===== config.mk =====
export PLATFORM = sky130hd
export DESIGN_NAME = err_dump_seq
export DESIGN_NICKNAME = d
export VERILOG_FILES = /design/src/rtl/err_dump_pkg.sv /design/src/rtl/err_dump_ctl.sv /design/src/rtl/err_dump_dp.sv /design/src/rtl/err_dump_seq.sv
export SDC_FILE = /design/constraint.sdc
export NUM_CORES = 1
export LEC_CHECK = 0
export ABC_AREA = 1
export BUFFER_PORTS_ARGS = -buffer_cell sky130_fd_sc_hd__buf_2
export CAP_MARGIN = 0
export CORE_ASPECT_RATIO = 2
export CORE_MARGIN = 3
export CORE_UTILIZATION = 45
export DETAILED_ROUTE_END_ITERATION = 10
export PLACE_DENSITY = 0.67
export SLEW_MARGIN = 5
export SYNTH_ARGS = -nofsm -noshare
export SYNTH_HDL_FRONTEND = slang
export SYNTH_HIERARCHICAL = 1
export SYNTH_SLANG_ARGS = --single-unit

===== constraint.sdc =====
create_clock -name clk -period 4.58 [get_ports clk]
set_clock_uncertainty 0.05 [all_clocks]
set_input_delay 0.229 -clock clk [delete_from_list [all_inputs] [get_ports clk]]
set_output_delay 0.229 -clock clk [all_outputs]
set_load 0.05 [all_outputs]

===== src/rtl/err_dump_pkg.sv =====
package err_dump_pkg;
  localparam int IW = 32;

  typedef enum logic [2:0] {
    S_IDLE, S_PTR, S_DESC, S_DATA, S_MAP, S_SEL, S_MBX, S_DONE
  } seqStateT;

  typedef enum logic [2:0] {
    ACC_NONE, ACC_PTR, ACC_DESC, ACC_DATA, ACC_MAP, ACC_SEL, ACC_MBX
  } accKindT;

  typedef struct packed {
    accKindT acc;
    logic    clear;
    logic    ldList;
    logic    ldDesc;
    logic    cntDesc;
    logic    stepData;
    logic    cntMap;
    logic    ldMap;
    logic    nextRing;
    logic    ldSel;
    logic    stepMbx;
    logic    nextTrace;
  } ctlStrobeT;
endpackage


===== src/rtl/err_dump_ctl.sv =====
module err_dump_ctl
  import err_dump_pkg::*;
(
  input  logic      clk,
  input  logic      rstN,
  input  logic      start,
  input  logic      busAck,
  input  logic      rdEmpty,
  input  logic      dLeftZero,
  input  logic      entLeftZero,
  input  logic      lastTrace,
  input  logic      lastRing,
  input  logic      modeSize,
  output ctlStrobeT strb,
  output logic      busReq,
  output logic      busWe,
  output logic      busy,
  output logic      done
);
  seqStateT st, nxt;

  always_ff @(posedge clk) begin
    if (!rstN) st <= S_IDLE;
    else       st <= nxt;
  end

  always_comb begin
    strb   = '0;
    nxt    = st;
    busReq = 1'b0;
    busWe  = 1'b0;
    case (st)
      S_IDLE: if (start) begin
        strb.clear = 1'b1;
        nxt = S_PTR;
      end
      S_PTR: begin
        strb.acc = ACC_PTR;
        busReq = 1'b1;
        if (busAck) begin
          if (rdEmpty) nxt = S_MAP;
          else begin
            strb.ldList = 1'b1;
            nxt = S_DESC;
          end
        end
      end
      S_DESC: begin
        strb.acc = ACC_DESC;
        busReq = 1'b1;
        if (busAck) begin
          if (rdEmpty) nxt = S_MAP;
          else begin
            strb.ldDesc = 1'b1;
            if (modeSize) strb.cntDesc = 1'b1;
            else          nxt = S_DATA;
          end
        end
      end
      S_DATA: begin
        if (dLeftZero) nxt = S_DESC;
        else begin
          strb.acc = ACC_DATA;
          busReq = 1'b1;
          if (busAck) strb.stepData = 1'b1;
        end
      end
      S_MAP: begin
        strb.acc = ACC_MAP;
        busReq = 1'b1;
        if (busAck) begin
          if (rdEmpty || modeSize) begin
            strb.cntMap = !rdEmpty;
            if (lastRing) nxt = S_DONE;
            else strb.nextRing = 1'b1;
          end else begin
            strb.ldMap = 1'b1;
            nxt = S_SEL;
          end
        end
      end
      S_SEL: begin
        strb.acc = ACC_SEL;
        busReq = 1'b1;
        busWe = 1'b1;
        if (busAck) begin
          strb.ldSel = 1'b1;
          nxt = S_MBX;
        end
      end
      S_MBX: begin
        if (entLeftZero) begin
          if (!lastTrace) begin
            strb.nextTrace = 1'b1;
            nxt = S_SEL;
          end else if (lastRing) nxt = S_DONE;
          else begin
            strb.nextRing = 1'b1;
            nxt = S_MAP;
          end
        end else begin
          strb.acc = ACC_MBX;
          busReq = 1'b1;
          if (busAck) strb.stepMbx = 1'b1;
        end
      end
      S_DONE: nxt = S_IDLE;
      default: nxt = S_IDLE;
    endcase
  end

  assign busy = (st != S_IDLE);
  assign done = (st == S_DONE);
endmodule


===== src/rtl/err_dump_dp.sv =====
module err_dump_dp
  import err_dump_pkg::*;
#(
  parameter int AW = 32,
  parameter int DW = 64,
  parameter int CW = 32,
  parameter int CAP = 1024,
  parameter int RINGS = 8,
  parameter logic [31:0] PTR_OFFS = 32'h0000_1000,
  parameter logic [31:0] MAP_OFFS = 32'h0000_1100,
  parameter logic [31:0] SEL_OFFS = 32'h0000_1200,
  parameter logic [31:0] MBX_OFFS = 32'h0000_1208
) (
  input  logic          clk,
  input  logic          rstN,
  input  ctlStrobeT     strb,
  input  logic          sizeOnly,
  input  logic [AW-1:0] unitBase,
  input  logic [DW-1:0] busRdata,
  output logic [AW-1:0] busAddr,
  output logic [DW-1:0] busWdata,
  output logic          rdEmpty,
  output logic          dLeftZero,
  output logic          entLeftZero,
  output logic          lastTrace,
  output logic          lastRing,
  output logic          modeSize,
  output logic          recValid,
  output logic [AW-1:0] recAddr,
  output logic [IW-1:0] recIdx,
  output logic [DW-1:0] recData,
  output logic [CW-1:0] recCount,
  output logic          overflow
);
  localparam int RW = (RINGS > 1) ? $clog2(RINGS) : 1;
  localparam int LW = 15;

  logic [AW-1:0] baseQ, listAddr, dAddr;
  logic [LW-1:0] dLeft, dIdx;
  logic          dRep, modeQ;
  logic [RW-1:0] ring;
  logic [7:0]    trace, traps, traces;
  logic [15:0]   entries, entLeft, entNo;

  wire           descRep = busRdata[39];
  wire [LW-1:0]  descLen = busRdata[38:24];
  wire [LW-1:0]  descCnt = descRep ? descLen : (descLen >> 3);
  wire [15:0]    selVal  = {8'(ring), trace};
  wire [CW-1:0]  mapCnt  = CW'(busRdata[31:24]) +
                           CW'(busRdata[23:16]) * CW'(busRdata[15:0]);
  wire           roomLeft = recCount < CW'(CAP);
  wire           emit     = strb.stepData || strb.stepMbx;

  always_comb begin
    case (strb.acc)
      ACC_PTR:  busAddr = baseQ | AW'(PTR_OFFS);
      ACC_DESC: busAddr = listAddr;
      ACC_DATA: busAddr = dAddr;
      ACC_MAP:  busAddr = baseQ | (AW'(MAP_OFFS) + (AW'(ring) << 3));
      ACC_SEL:  busAddr = baseQ | AW'(SEL_OFFS);
      ACC_MBX:  busAddr = baseQ | AW'(MBX_OFFS);
      default:  busAddr = '0;
    endcase
    busWdata = (strb.acc == ACC_SEL) ? DW'(selVal) : '0;
  end

  always_ff @(posedge clk) begin
    if (!rstN) begin
      baseQ <= '0; modeQ <= 1'b0; listAddr <= '0; dAddr <= '0;
      dLeft <= '0; dIdx <= '0; dRep <= 1'b0; ring <= '0;
      trace <= '0; traps <= '0; traces <= '0; entries <= '0;
      entLeft <= '0; entNo <= '0; recCount <= '0; overflow <= 1'b0;
      recValid <= 1'b0; recAddr <= '0; recIdx <= '0; recData <= '0;
    end else begin
      recValid <= 1'b0;
      if (strb.clear) begin
        baseQ <= unitBase; modeQ <= sizeOnly;
        recCount <= '0; overflow <= 1'b0; ring <= '0;
      end
      if (strb.ldList) listAddr <= baseQ | busRdata[AW-1:0];
      if (strb.ldDesc) begin
        dAddr <= baseQ | AW'(busRdata[23:0]);
        dLeft <= descCnt; dIdx <= '0; dRep <= descRep;
        listAddr <= listAddr + AW'(8);
      end
      if (strb.cntDesc) recCount <= recCount + CW'(descCnt);
      if (strb.cntMap)  recCount <= recCount + mapCnt;
      if (strb.stepData) begin
        dLeft <= dLeft - 1'b1;
        if (dRep) dIdx <= dIdx + 1'b1;
        else      dAddr <= dAddr + AW'(8);
      end
      if (strb.ldMap) begin
        traps <= busRdata[31:24]; traces <= busRdata[23:16];
        entries <= busRdata[15:0]; trace <= '0;
      end
      if (strb.nextRing) ring <= ring + 1'b1;
      if (strb.nextTrace) trace <= trace + 1'b1;
      if (strb.ldSel) begin
        entLeft <= (trace == 8'd0) ? 16'(traps) : entries;
        entNo <= '0;
      end
      if (strb.stepMbx) begin
        entLeft <= entLeft - 1'b1;
        entNo <= entNo + 1'b1;
      end
      if (emit) begin
        recCount <= recCount + 1'b1;
        if (roomLeft) begin
          recValid <= 1'b1;
          recAddr  <= busAddr;
          recIdx   <= strb.stepMbx ? {selVal, entNo} : IW'(dIdx);
          recData  <= busRdata;
        end else begin
          overflow <= 1'b1;
        end
      end
    end
  end

  assign rdEmpty     = (busRdata == '0) || (&busRdata);
  assign dLeftZero   = (dLeft == '0);
  assign entLeftZero = (entLeft == '0);
  assign lastTrace   = (trace == traces);
  assign lastRing    = (ring == RW'(RINGS - 1));
  assign modeSize    = modeQ;
endmodule


===== src/rtl/err_dump_seq.sv =====
module err_dump_seq
  import err_dump_pkg::*;
#(
  parameter int CW = 32,
  parameter int CAP = 1024,
  parameter int RINGS = 8,
  parameter logic [31:0] PTR_OFFS = 32'h0000_1000,
  parameter logic [31:0] MAP_OFFS = 32'h0000_1100,
  parameter logic [31:0] SEL_OFFS = 32'h0000_1200,
  parameter logic [31:0] MBX_OFFS = 32'h0000_1208
) (
  input  logic          clk,
  input  logic          rstN,
  input  logic          start,
  input  logic          sizeOnly,
  input  logic [31:0]   unitBase,
  output logic          busReq,
  output logic          busWe,
  output logic [31:0]   busAddr,
  output logic [63:0]   busWdata,
  input  logic          busAck,
  input  logic [63:0]   busRdata,
  output logic          recValid,
  output logic [31:0]   recAddr,
  output logic [31:0]   recIdx,
  output logic [63:0]   recData,
  output logic [CW-1:0] recCount,
  output logic          overflow,
  output logic          busy,
  output logic          done
);
  ctlStrobeT strb;
  logic rdEmpty, dLeftZero, entLeftZero, lastTrace, lastRing, modeSize;

  err_dump_ctl u_ctl (
    .clk(clk), .rstN(rstN), .start(start), .busAck(busAck),
    .rdEmpty(rdEmpty), .dLeftZero(dLeftZero), .entLeftZero(entLeftZero),
    .lastTrace(lastTrace), .lastRing(lastRing), .modeSize(modeSize),
    .strb(strb), .busReq(busReq), .busWe(busWe), .busy(busy), .done(done)
  );

  err_dump_dp #(
    .AW(32), .DW(64), .CW(CW), .CAP(CAP), .RINGS(RINGS),
    .PTR_OFFS(PTR_OFFS), .MAP_OFFS(MAP_OFFS),
    .SEL_OFFS(SEL_OFFS), .MBX_OFFS(MBX_OFFS)
  ) u_dp (
    .clk(clk), .rstN(rstN), .strb(strb), .sizeOnly(sizeOnly),
    .unitBase(unitBase), .busRdata(busRdata), .busAddr(busAddr),
    .busWdata(busWdata), .rdEmpty(rdEmpty), .dLeftZero(dLeftZero),
    .entLeftZero(entLeftZero), .lastTrace(lastTrace), .lastRing(lastRing),
    .modeSize(modeSize), .recValid(recValid), .recAddr(recAddr),
    .recIdx(recIdx), .recData(recData), .recCount(recCount),
    .overflow(overflow)
  );
endmodule


### After elaboration in Yosys (flattened, before gate mapping)

Cells that the tools add are included.
Widths: inputs -> output; s select.

| storage, ports and cells | value |
|---|---|
| output and inout port bits | 262 |
| register bits after elaboration | 368 |
| bits of input ports | 101 |

| operators by class | value |
|---|---|
| $lt $le $gt $ge | 1 |
| add/sub/neg operators | 13 |
| reduce and logical (&&, ||, !) cells | 21 |
| muxes and demuxes | 79 |
| eq/ne operators | 24 |
| bitwise operators | 3 |
| $mul | 1 |

Operator list:

| kind | count |
|---|---|
| $mux 32 | 9 |
| $pmux 32 s6 | 1 |
| $mux 15 | 6 |
| $mux 16 | 5 |
| $add 32x4->32 const B | 2 |
| $logic_not 64->1 | 1 |
| $or 32x32->32 | 2 |
| $reduce_and 64->1 | 1 |
| $mux 3 | 16 |
| $add 32x1->32 const B | 1 |
| $add 32x15->32 | 1 |
| $add 32x32->32 | 1 |
| $lt 32x11->1 const B | 1 |
| $or 32x24->32 | 1 |
| $mux 27 | 1 |
| $mux 1 | 26 |
| $add 8x24->25 | 1 |
| $eq 3x3->1 const B | 8 |
| $mul 8x16->24 | 1 |
| $pmux 3 s8 | 1 |
| $pmux 3 s6 | 1 |
| $add 16x1->16 const B | 1 |
| $logic_not 16->1 | 1 |
| $mux 2 | 8 |
| 26 further kinds | 45 |

### Depth between registers and ports, before layout

Gate-level depths: netlist of the first run.

| depth | value |
|---|---|
| word-level depth | 8 |
| depth in mapped cells | 27 |
| mapped depth without buffers | 25 |

### Modules after synthesis

Netlist of the first run, hierarchy kept.

By module, submodules not included:

| module | sequential area each (sq um) | area an instance (sq um) | times used | cells an instance |
|---|---|---|---|---|
| err_dump_dp | 7206.9 | 26146.3 | 1 | 3971 |
| err_dump_ctl | 60.1 | 524.3 | 1 | 91 |

### Worst setup path after synthesis of the first run

Ideal clock, no wire load.

| path | value |
|---|---|
| path type | input port to flip-flop |
| start point | input busRdata[23] |
| end point | register u_dp.recCount[16] |
| setup slack | -0.405 ns |
| setup time | 0.070 ns |
| data required time | 4.460 ns |
| stages on the path | 24 |
| arrival time | 4.865 ns |
| buffers on the path | 2 |
| cell sequence | clkbuf_1 > buf_1 > nand2_1 > fa_1 > fa_1 > inv_1 > fa_1 > fa_1 > inv_1 > fa_1 > inv_1 > ha_1 > nand2_1 > inv_1 > nand2_1 > inv_1 > nand2_1 > nand2_1 > and2_1 > o21ai_0 > nand3_1 > nand2_1 > nand2_1 > a21oi_1 |

| on the way | value |
|---|---|
| longest elaborated chain between the ends | 8 |
| elaborated cells on any way between the ends | 18 |
| classes of those cells | 2 x add/sub; 1 x mul; 9 x mux; 6 x reduce/logical |

RTL lines:

| element | RTL line | text |
|---|---|---|
| start: declaration | err_dump_seq.sv:22 | `input logic [63:0] busRdata,` |
| parallel branches: the longest is 8 deep, another holds $add 32x32->32 | - |  |
| end signal: assignment | err_dump_dp.sv:86 | `if (strb.cntDesc) recCount <= recCount + CW'(descCnt);` |
| end signal: assignment | err_dump_dp.sv:87 | `if (strb.cntMap) recCount <= recCount + mapCnt;` |
| end signal: assignment | err_dump_dp.sv:108 | `recCount <= recCount + 1'b1;` |
| end: declaration | err_dump_dp.sv:32 | `output logic [CW-1:0] recCount,` |

Several ways; the timed one is not identified.
A chain may end at the register's enable or synchronous reset.

### Worst setup path after layout of the first run

| path | value |
|---|---|
| start point | register u_dp.recCount[12] |
| end point | register u_dp.recCount[19] |

| on the way | value |
|---|---|
| longest elaborated chain between the ends | 4 |
| elaborated cells on any way between the ends | 6 |
| classes of those cells | 3 x add/sub; 3 x mux |

RTL lines:

| element | RTL line | text |
|---|---|---|
| $add 32x15->32 | err_dump_dp.sv:86 |  |
| $mux 32 | err_dump_dp.sv:86 |  |
| $mux 32 | err_dump_dp.sv:87 |  |
| $mux 32 * | err_dump_dp.sv:107 | `if (emit) begin` |

Every way passes the cells marked *; elsewhere a longest branch is shown, timed or not.

==> results of run 1 <==
==> layer usage <==
layer | up-vias | track usage | share of wire
met5 | - | 0 | 0.00025
met4 | 4 | 0.3398 | 0.12
met3 | 469 | 0.04559 | 0.062
met2 | 1387 | 0.6200 | 0.49
met1 | 13600 | 0.3442 | 0.33
li1 | 13860 | - | -
==> registers in the layout, summed over array words and instances, names as in the netlist, 3 cells and up <==
name / cells
u_dp/entNo: 16
u_dp/dAddr: 32
u_dp/recCount: 32
u_dp/dIdx: 15
u_dp/traces: 8
u_dp/entries: 16
u_dp/recData: 64
u_ctl/st: 3
u_dp/listAddr: 32
u_dp/traps: 8
u_dp/dLeft: 15
u_dp/baseQ: 32
u_dp/trace: 8
u_dp/entLeft: 16
u_dp/ring: 3
u_dp/recAddr: 32
u_dp/recIdx: 27
==> what timing repair did <==
action	4_1_cts	5_1_grt
pin swaps	2	40
endpoints found under the setup margin	30	67
buffers inserted	0	1
gates resized for setup	13	140
endpoints found under the hold margin	61	0
hold buffers	61	0
==> layout by cell type (no fill, tap or decap), types with 19 or more instances in the layout <==
cell type      Yosys  final
nand4_1           54     54
o221ai_1          27     19
ha_1              99     85
dfxtp_1          363    357
nand2_2            5     26
buf_4             61    208
xor2_1            43     43
fa_1             112    110
nor2_2             9     26
dlygate4sd3_1      0     61
o21ai_0          339    334
nor2_1           378    358
a31oi_1           57     57
buf_2             23    278
inv_1            597    584
nor4_1            29     28
a22oi_1           24     24
nand3_1          178    169
conb_1             1     58
a21oi_1          325    317
nor3_1            55     50
o211ai_1          22     22
nand2_1          990    967
clkbuf_16          0     35
==> worst max path at each step <==
stage / slack, ns / endpoint / cells past startpoint
finish: 0.13 / u_dp/recCount[19]$_SDFFE_PN0P_ / 20
global route: -0.06 / u_dp/recCount[14]$_SDFFE_PN0P_ / 20
CTS: 0.006 / u_dp/recCount[21]$_SDFFE_PN0P_ / 20
detailed placement: -0.48 / u_dp/recCount[19]$_SDFFE_PN0P_ / 24
global placement: -0.50 / u_dp/recCount[19]$_SDFFE_PN0P_ / 22
floorplan: 0.004 / u_dp/recCount[29]$_SDFFE_PN0P_ / 24
==> stage by stage <==
stage | area [µm²] | total power, µW | setup TNS [ns] | utilization | std cells
4_1_cts | 31790 | 17130 | 0 | 0.5449 | 5283
6_report | 32340 | 18260 | 0 | 0.5543 | 5291
2_1_floorplan | 26970 | 9956 | 0 | - | 4119
3_3_place_gp | 29960 | 13880 | -8.317 | 0.5135 | 5160
5_1_grt | 32330 | 19500 | -0.1797 | 0.5542 | 5288
3_5_place_dp | 29960 | 13940 | -8.524 | 0.5135 | 5160
==> power by group <==
part,leakage [µW],internal (µW),switching [µW],total [µW]
logic,0.0120,4260,6980,11200
clock network,0.000580,1680,1400,3070
registers,0.00294,3540,407,3950
total,0.0155,9470,8790,18300
==> layout make-up <==
type	instances	area [µm²]	area share
sequential	363	7274	0.2249
clock buffer	46	997.2	0.03084
tap	762	953.4	0.02948
multi-input combinational	2911	16660	0.5151
clock inverter	16	186.4	0.005765
inverter	608	2305	0.07127
antenna	7	17.52	0.0005417
timing repair buffer	578	3949	0.1221
==> synth_stat cells, drive strengths merged, types with 57 or more instances <==
master  number
dfxtp      363
ha          99
clkbuf     137
nand3      182
o21ai      341
nor2       393
inv        606
a31oi       57
nand2      999
buf        100
nor3        58
fa         112
a21oi      325
==> logic make-up after synthesis <==
| family | count (synthesis) |
|---|---|
| simple gates | 1741 |
| other cells | 1 |
| xor+xnor | 61 |
| buf+inv | 845 |
| compound gates | 840 |
| flops | 363 |
| fa+ha+maj | 211 |
==> critical path, cell delays in order (launching register included) <==
cell and delay [ns]:
dfxtp_2 0.36, clkinvlp_4 0.18, fa_1 0.54, inv_1 0.06, fa_1 0.51, fa_2 0.45
fa_1 0.54, ha_4 0.21, ha_4 0.26, buf_4 0.11, nand2_1 0.10, nor2_4 0.12
buf_4 0.13, nand2_1 0.05, inv_1 0.10, nand2_2 0.09, nand3_1 0.10, nand3_2 0.13
nand3_2 0.11, nand2_1 0.07, a21oi_2 0.13
==> impl_metrics.tcl, run 1 <==
set metrics [dict create \
    yosysWarnings 6 \
    slew_headroom 0.2807 \
    initial_core_util 0.4572 \
    status "finished clean" \
    grt_pass1_wl_um 165700 \
    min_from "busRdata[63]" \
    numClockSinks 363 \
    synth_xor_area_frac 0.02003 \
    synthArstFlopShare 0 \
    fin_crit_sh 0.9718 \
    cellLeakagePower_uw 0.01554 \
    slew_violations 0 \
    postSynthAreaPerCell_um2 6.566 \
    path_clk_slew_ns 0.07 \
    drive_above_1_share 0.1648 \
    row_count 125 \
    dp_hpwl_um 88190 \
    core_um2 58340 \
    end_kind "flip-flop" \
    totalWireLength_um 112700 \
    design.die.area_um2 62400 \
    hold_depth 3 \
    firstDrtPassIters 6 \
    cts_tree "yes" \
    root_buffer "clkbuf_16" \
    nNetsFinal 4809 \
    fin_hold_ws_ns 0.04476 \
    synth-seq-cells 363 \
    io_buffers 304 \
    synth-edff-count 0 \
    rrSetupSlack_ns 0.13 \
    fin_ws_ns 0.1292 \
    ys_types 59 \
    drc_errors 0 \
    critPathArrivalTime_ns 4.90 \
    finalSetupViolCount 0 \
    critical_path_required_ns 5.03 \
    hold_class "primary input to flip-flop" \
    synth_compound_gate_area_share 0.1736 \
    ios 363 \
    cap_violations 0 \
    clk-insertion-delay-late_ns 0.57 \
    ir_drop_mv 0.5933 \
    fp.dieW_um 178.1 \
    synthMuxAreaShare 0 \
    rsz0062_at_grt "true" \
    synth_adder_area_share 0.1305 \
    grt_pass1_vias 28480 \
    fmax_mhz 224.7 \
    hold_viol 0 \
    drtIter0Drc 2398 \
    synth_top_family_by_area "simple AND/OR/NAND/NOR gates" \
    synth_top_area_frac 0.2725 \
    antenna_left 0 \
    synthFlopType "dfxtp_1" \
    nFillCells 5825 \
    power_density_nw_per_um2 564.7 \
    hold_path_end "u_dp/recData[63]$_SDFFE_PN0P_" \
    gp_congestion 1.029 \
    die_h_um 350.3 \
    synthSimpleGateAreaFrac 0.2731 \
    critPathKind "flip-flop to flip-flop" \
    cts_buffer_depth 3 \
    crit-reg2reg-launch "u_dp/recCount[12]$_SDFFE_PN0P_" \
    gr-total-overflow 0 \
    fin_crit_ns 4.451 \
    viasPerCell 5.541 \
    numCtsBuffers 35 \
    cp-start-kind "flip-flop" \
    grt_max_degree 144 \
    antenna_found_initial 7 \
    areaGrowthSynthToFinish_pct 21.25 \
    post-place-ws_ns -0.4753 \
    crit_fanout 3 \
    tightest_slew_ns 1.079 \
    via_count 29320 \
    netlist_area_um2 26670 \
    synthTopCellsByArea "dfxtp_1, nand2_1, fa_1, inv_1, o21ai_0" \
    cts.htree.levels 2 \
    wire_per_inst_um 21.30 \
    crit_path_start "u_dp/recCount[12]$_SDFFE_PN0P_" \
    r2r-end "u_dp/recCount[19]$_SDFFE_PN0P_" \
    yosysSeqAreaShare 0.2725 \
    reg2reg_depth 20 \
    postSynthCellCount 4062 \
    grtUsageTotal 0.3514 \
    yosysTopAreaCell "dfxtp_1" \
]
(Power assumes the default switching activity.)
==> run 2, diff against run 1 <==
--- a/config.mk
+++ b/config.mk
@@ -5,14 +5,13 @@
 export SDC_FILE = /design/constraint.sdc
 export NUM_CORES = 1
 export LEC_CHECK = 0
-export ABC_AREA = 1
 export BUFFER_PORTS_ARGS = -buffer_cell sky130_fd_sc_hd__buf_2
 export CAP_MARGIN = 0
 export CORE_ASPECT_RATIO = 2
 export CORE_MARGIN = 3
 export CORE_UTILIZATION = 45
 export DETAILED_ROUTE_END_ITERATION = 10
-export PLACE_DENSITY = 0.67
+export PLACE_DENSITY = 0.68
 export SLEW_MARGIN = 5
 export SYNTH_ARGS = -nofsm -noshare
 export SYNTH_HDL_FRONTEND = slang
==> impl_metrics.tcl, run 2 <==
set metrics [dict create \
    nNetsFinal 3903 \
    slew_violations 0 \
    finalSetupViolCount 16 \
    largest_reg_flops 64 \
    fin_crit_ns 4.993 \
    fmax_mhz 200.3 \
    viasPerCell 5.950 \
    layout_commonest_cell "nor2_1" \
    synth_compound_gate_area_share 0.1693 \
    synth_top_area_frac 0.2927 \
    gp_congestion 1.003 \
    power_density_nw_per_um2 472.2 \
    ir_drop_mv 0.4297 \
    power.share.clock 0.228 \
    ios 363 \
    die_h_um 338.2 \
    nFillCells 5011 \
    postSynthCellCount 3148 \
    yosys-top-cells-count "nor2_1, nand2_1, dfxtp_1, a21oi_1, clkbuf_1" \
    ys_types 93 \
    path_clk_slew_ns 0.07 \
    synthArstFlopShare 0 \
    drc_errors 0 \
    tightest_slew_ns 1.063 \
    status "complete, but fails checks" \
    pwr-share-comb 0.530 \
    netSwitchingFraction 0.4036 \
    cellLeakagePower_uw 0.01306 \
    crit_family "adder cells" \
    cp_cell_sequence "inv_4 > fa_1 > inv_1 > fa_1 > fa_1 > fa_1 > ha_4 > ha_4 > nand4_1 > o22a_1 > or2_4 > o211a_1 > o31a_1 > nand2_1 > a311oi_1 > or3b_4" \
    cap_violations 0 \
    synthFlopType "dfxtp_1" \
    hold_viol 0 \
    antenna_found_initial 5 \
    end_kind "flip-flop" \
    fin_crit_sh 1.090 \
    numCtsBuffers 36 \
    drive_above_1_share 0.2259 \
    critPathArrivalTime_ns 5.39 \
    synth_xor_area_frac 0.02611 \
    grt_pass1_vias 25340 \
    dp_hpwl_um 73990 \
    grt_pass1_wl_um 146200 \
    areaGrowthSynthToFinish_pct 26.14 \
    yosysTopAreaCell "dfxtp_1" \
    critPathKind "flip-flop to flip-flop" \
    numClockSinks 363 \
    initial_core_util 0.4555 \
    final_cell_count_no_fill 4296 \
    path_common_cell "fa_1" \
    crit_fanout 5 \
    cts_tree "yes" \
    slowest_stage "fa_1" \
    rsz0062_at_grt "true" \
    dp.cells 4151 \
    core_um2 54500 \
    critical_path_required_ns 4.97 \
    synth-seq-cells 363 \
    synthTopCellsByArea "dfxtp_1, fa_1, nor2_1, nand2_1, ha_1" \
    synthMuxAreaShare 0.05600 \
    design.die.area_um2 58190 \
    post-synth-top-count-cell "nor2_1" \
    netlist_area_um2 24820 \
    via_count 25560 \
    row_count 121 \
    synth_top_family_by_area "simple AND/OR/NAND/NOR gates" \
    antenna_left 0 \
    layout_common_cells "nor2_1, nand2_1, dfxtp_1" \
    slew_headroom 0.2852 \
    grt_max_degree 109 \
    synth_adder_area_share 0.1402 \
    yosysWarnings 6 \
    drtIter0Drc 2016 \
    cts_buffer_depth 3 \
    io_buffers 304 \
    switchingPower_uw 5969 \
    grtUsageTotal 0.3262 \
    firstDrtPassIters 6 \
    synth-edff-count 0 \
    regMostFlops "u_dp/recData" \
    seq_power_share 0.242 \
    fp.dieW_um 172.1 \
    yosysSeqAreaShare 0.2927 \
    postSynthAreaPerCell_um2 7.886 \
    root_buffer "clkbuf_16" \
    wire_per_inst_um 23.04 \
    cts.htree.levels 2 \
    post-place-ws_ns -0.9349 \
    worst_path_largest_cell_delay_ns 0.57 \
    p_int_uw 8819 \
    gr-total-overflow 0 \
    cp-start-kind "flip-flop" \
    fin_ws_ns -0.4131 \
    synthSimpleGateAreaFrac 0.2451 \
    utilization 0.5745 \
    violations "negative setup slack" \
    critPathBufInv 2 \
    hold_class "primary input to flip-flop" \
    totalWireLength_um 98990 \
    clk-insertion-delay-late_ns 0.57 \
]
## run 2: power groups by stage
| stage | sequential, µW | clock, µW | combinational, µW |
|---|---|---|---|
| 2_1_floorplan | 3650 | 0 | 4280 |
| 3_3_place_gp | 3640 | 0 | 6590 |
| 3_5_place_dp | 3640 | 0 | 6630 |
| 4_1_cts | 3570 | 3420 | 7270 |
| 5_1_grt | 3600 | 3510 | 8330 |
| 6_report | 3580 | 3370 | 7840 |
## run 2: layout make-up
type | count | area, µm² | share of cell area
inverter | 131 | 519.2 | 0.01658
timing repair buffer | 614 | 4325 | 0.1381
clock inverter | 16 | 255.2 | 0.008151
multi-input combinational | 2445 | 17000 | 0.5429
clock buffer | 47 | 1065 | 0.03400
antenna | 4 | 10.01 | 0.0003197
tap | 676 | 845.8 | 0.02701
sequential | 363 | 7292 | 0.2329
## run 2: what timing repair did
item	4_1_cts	5_1_grt
setup buffers	9	5
resized for setup	106	93
hold endpoints to repair	64	0
endpoints found under the setup margin	64	53
cloned	0	2
hold buffers	64	0
pin swaps	45	32
## run 2: worst register-to-register path, delay by kind of cell (launching register included)
kind	cells	cell delay, ns
fa+ha+maj	6	2.58
simple gates	4	0.90
compound gates	4	0.87
flops	1	0.38
buf+inv	2	0.09
## run 2: logic make-up after synthesis
group,count (synthesis)
AOI/OAI and AO/OA,666
muxes,137
other,1
adders and majority gates,211
and+or+nand+nor,1298
DFF,363
buffers and inverters,398
xor gates and xnor gates,74
## run 2: final timing paths
check                                               startpoint                        endpoint  slack, ns  cells after the start
worst min register to register   u_dp/recData[21]$_SDFFE_PN0P_   u_dp/recData[21]$_SDFFE_PN0P_       0.40                      2
worst max register to register  u_dp/recCount[13]$_SDFFE_PN0P_  u_dp/recCount[31]$_SDFFE_PN0P_      -0.41                     16
worst max-delay path            u_dp/recCount[13]$_SDFFE_PN0P_  u_dp/recCount[31]$_SDFFE_PN0P_      -0.41                     16
worst min-delay path                              busRdata[33]   u_dp/recData[33]$_SDFFE_PN0P_       0.03                      3
## run 2: per-stage QoR
stage / power (µW) / cell area [µm²] / setup TNS, ns / hold slack [ns]
after floorplan: 7924 / 25580 / -3.282 / 0.3147
after global placement: 10230 / 28440 / -17.16 / 0.3884
after detailed placement: 10270 / 28440 / -18.24 / 0.3931
after CTS: 14260 / 30880 / -2.204 / 0.008627
after global routing: 15440 / 31310 / -6.046 / 0.04694
final: 14790 / 31310 / -3.927 / 0.03463
## run 2: routing by layer
layer  vias up  part of all wire  global-route usage
li1      11730                 -                   -
met1     12200              0.35              0.3498
met2      1217              0.49              0.5576
met3       417             0.066             0.04860
met4         2             0.098              0.2622
met5         -           0.00013                   0
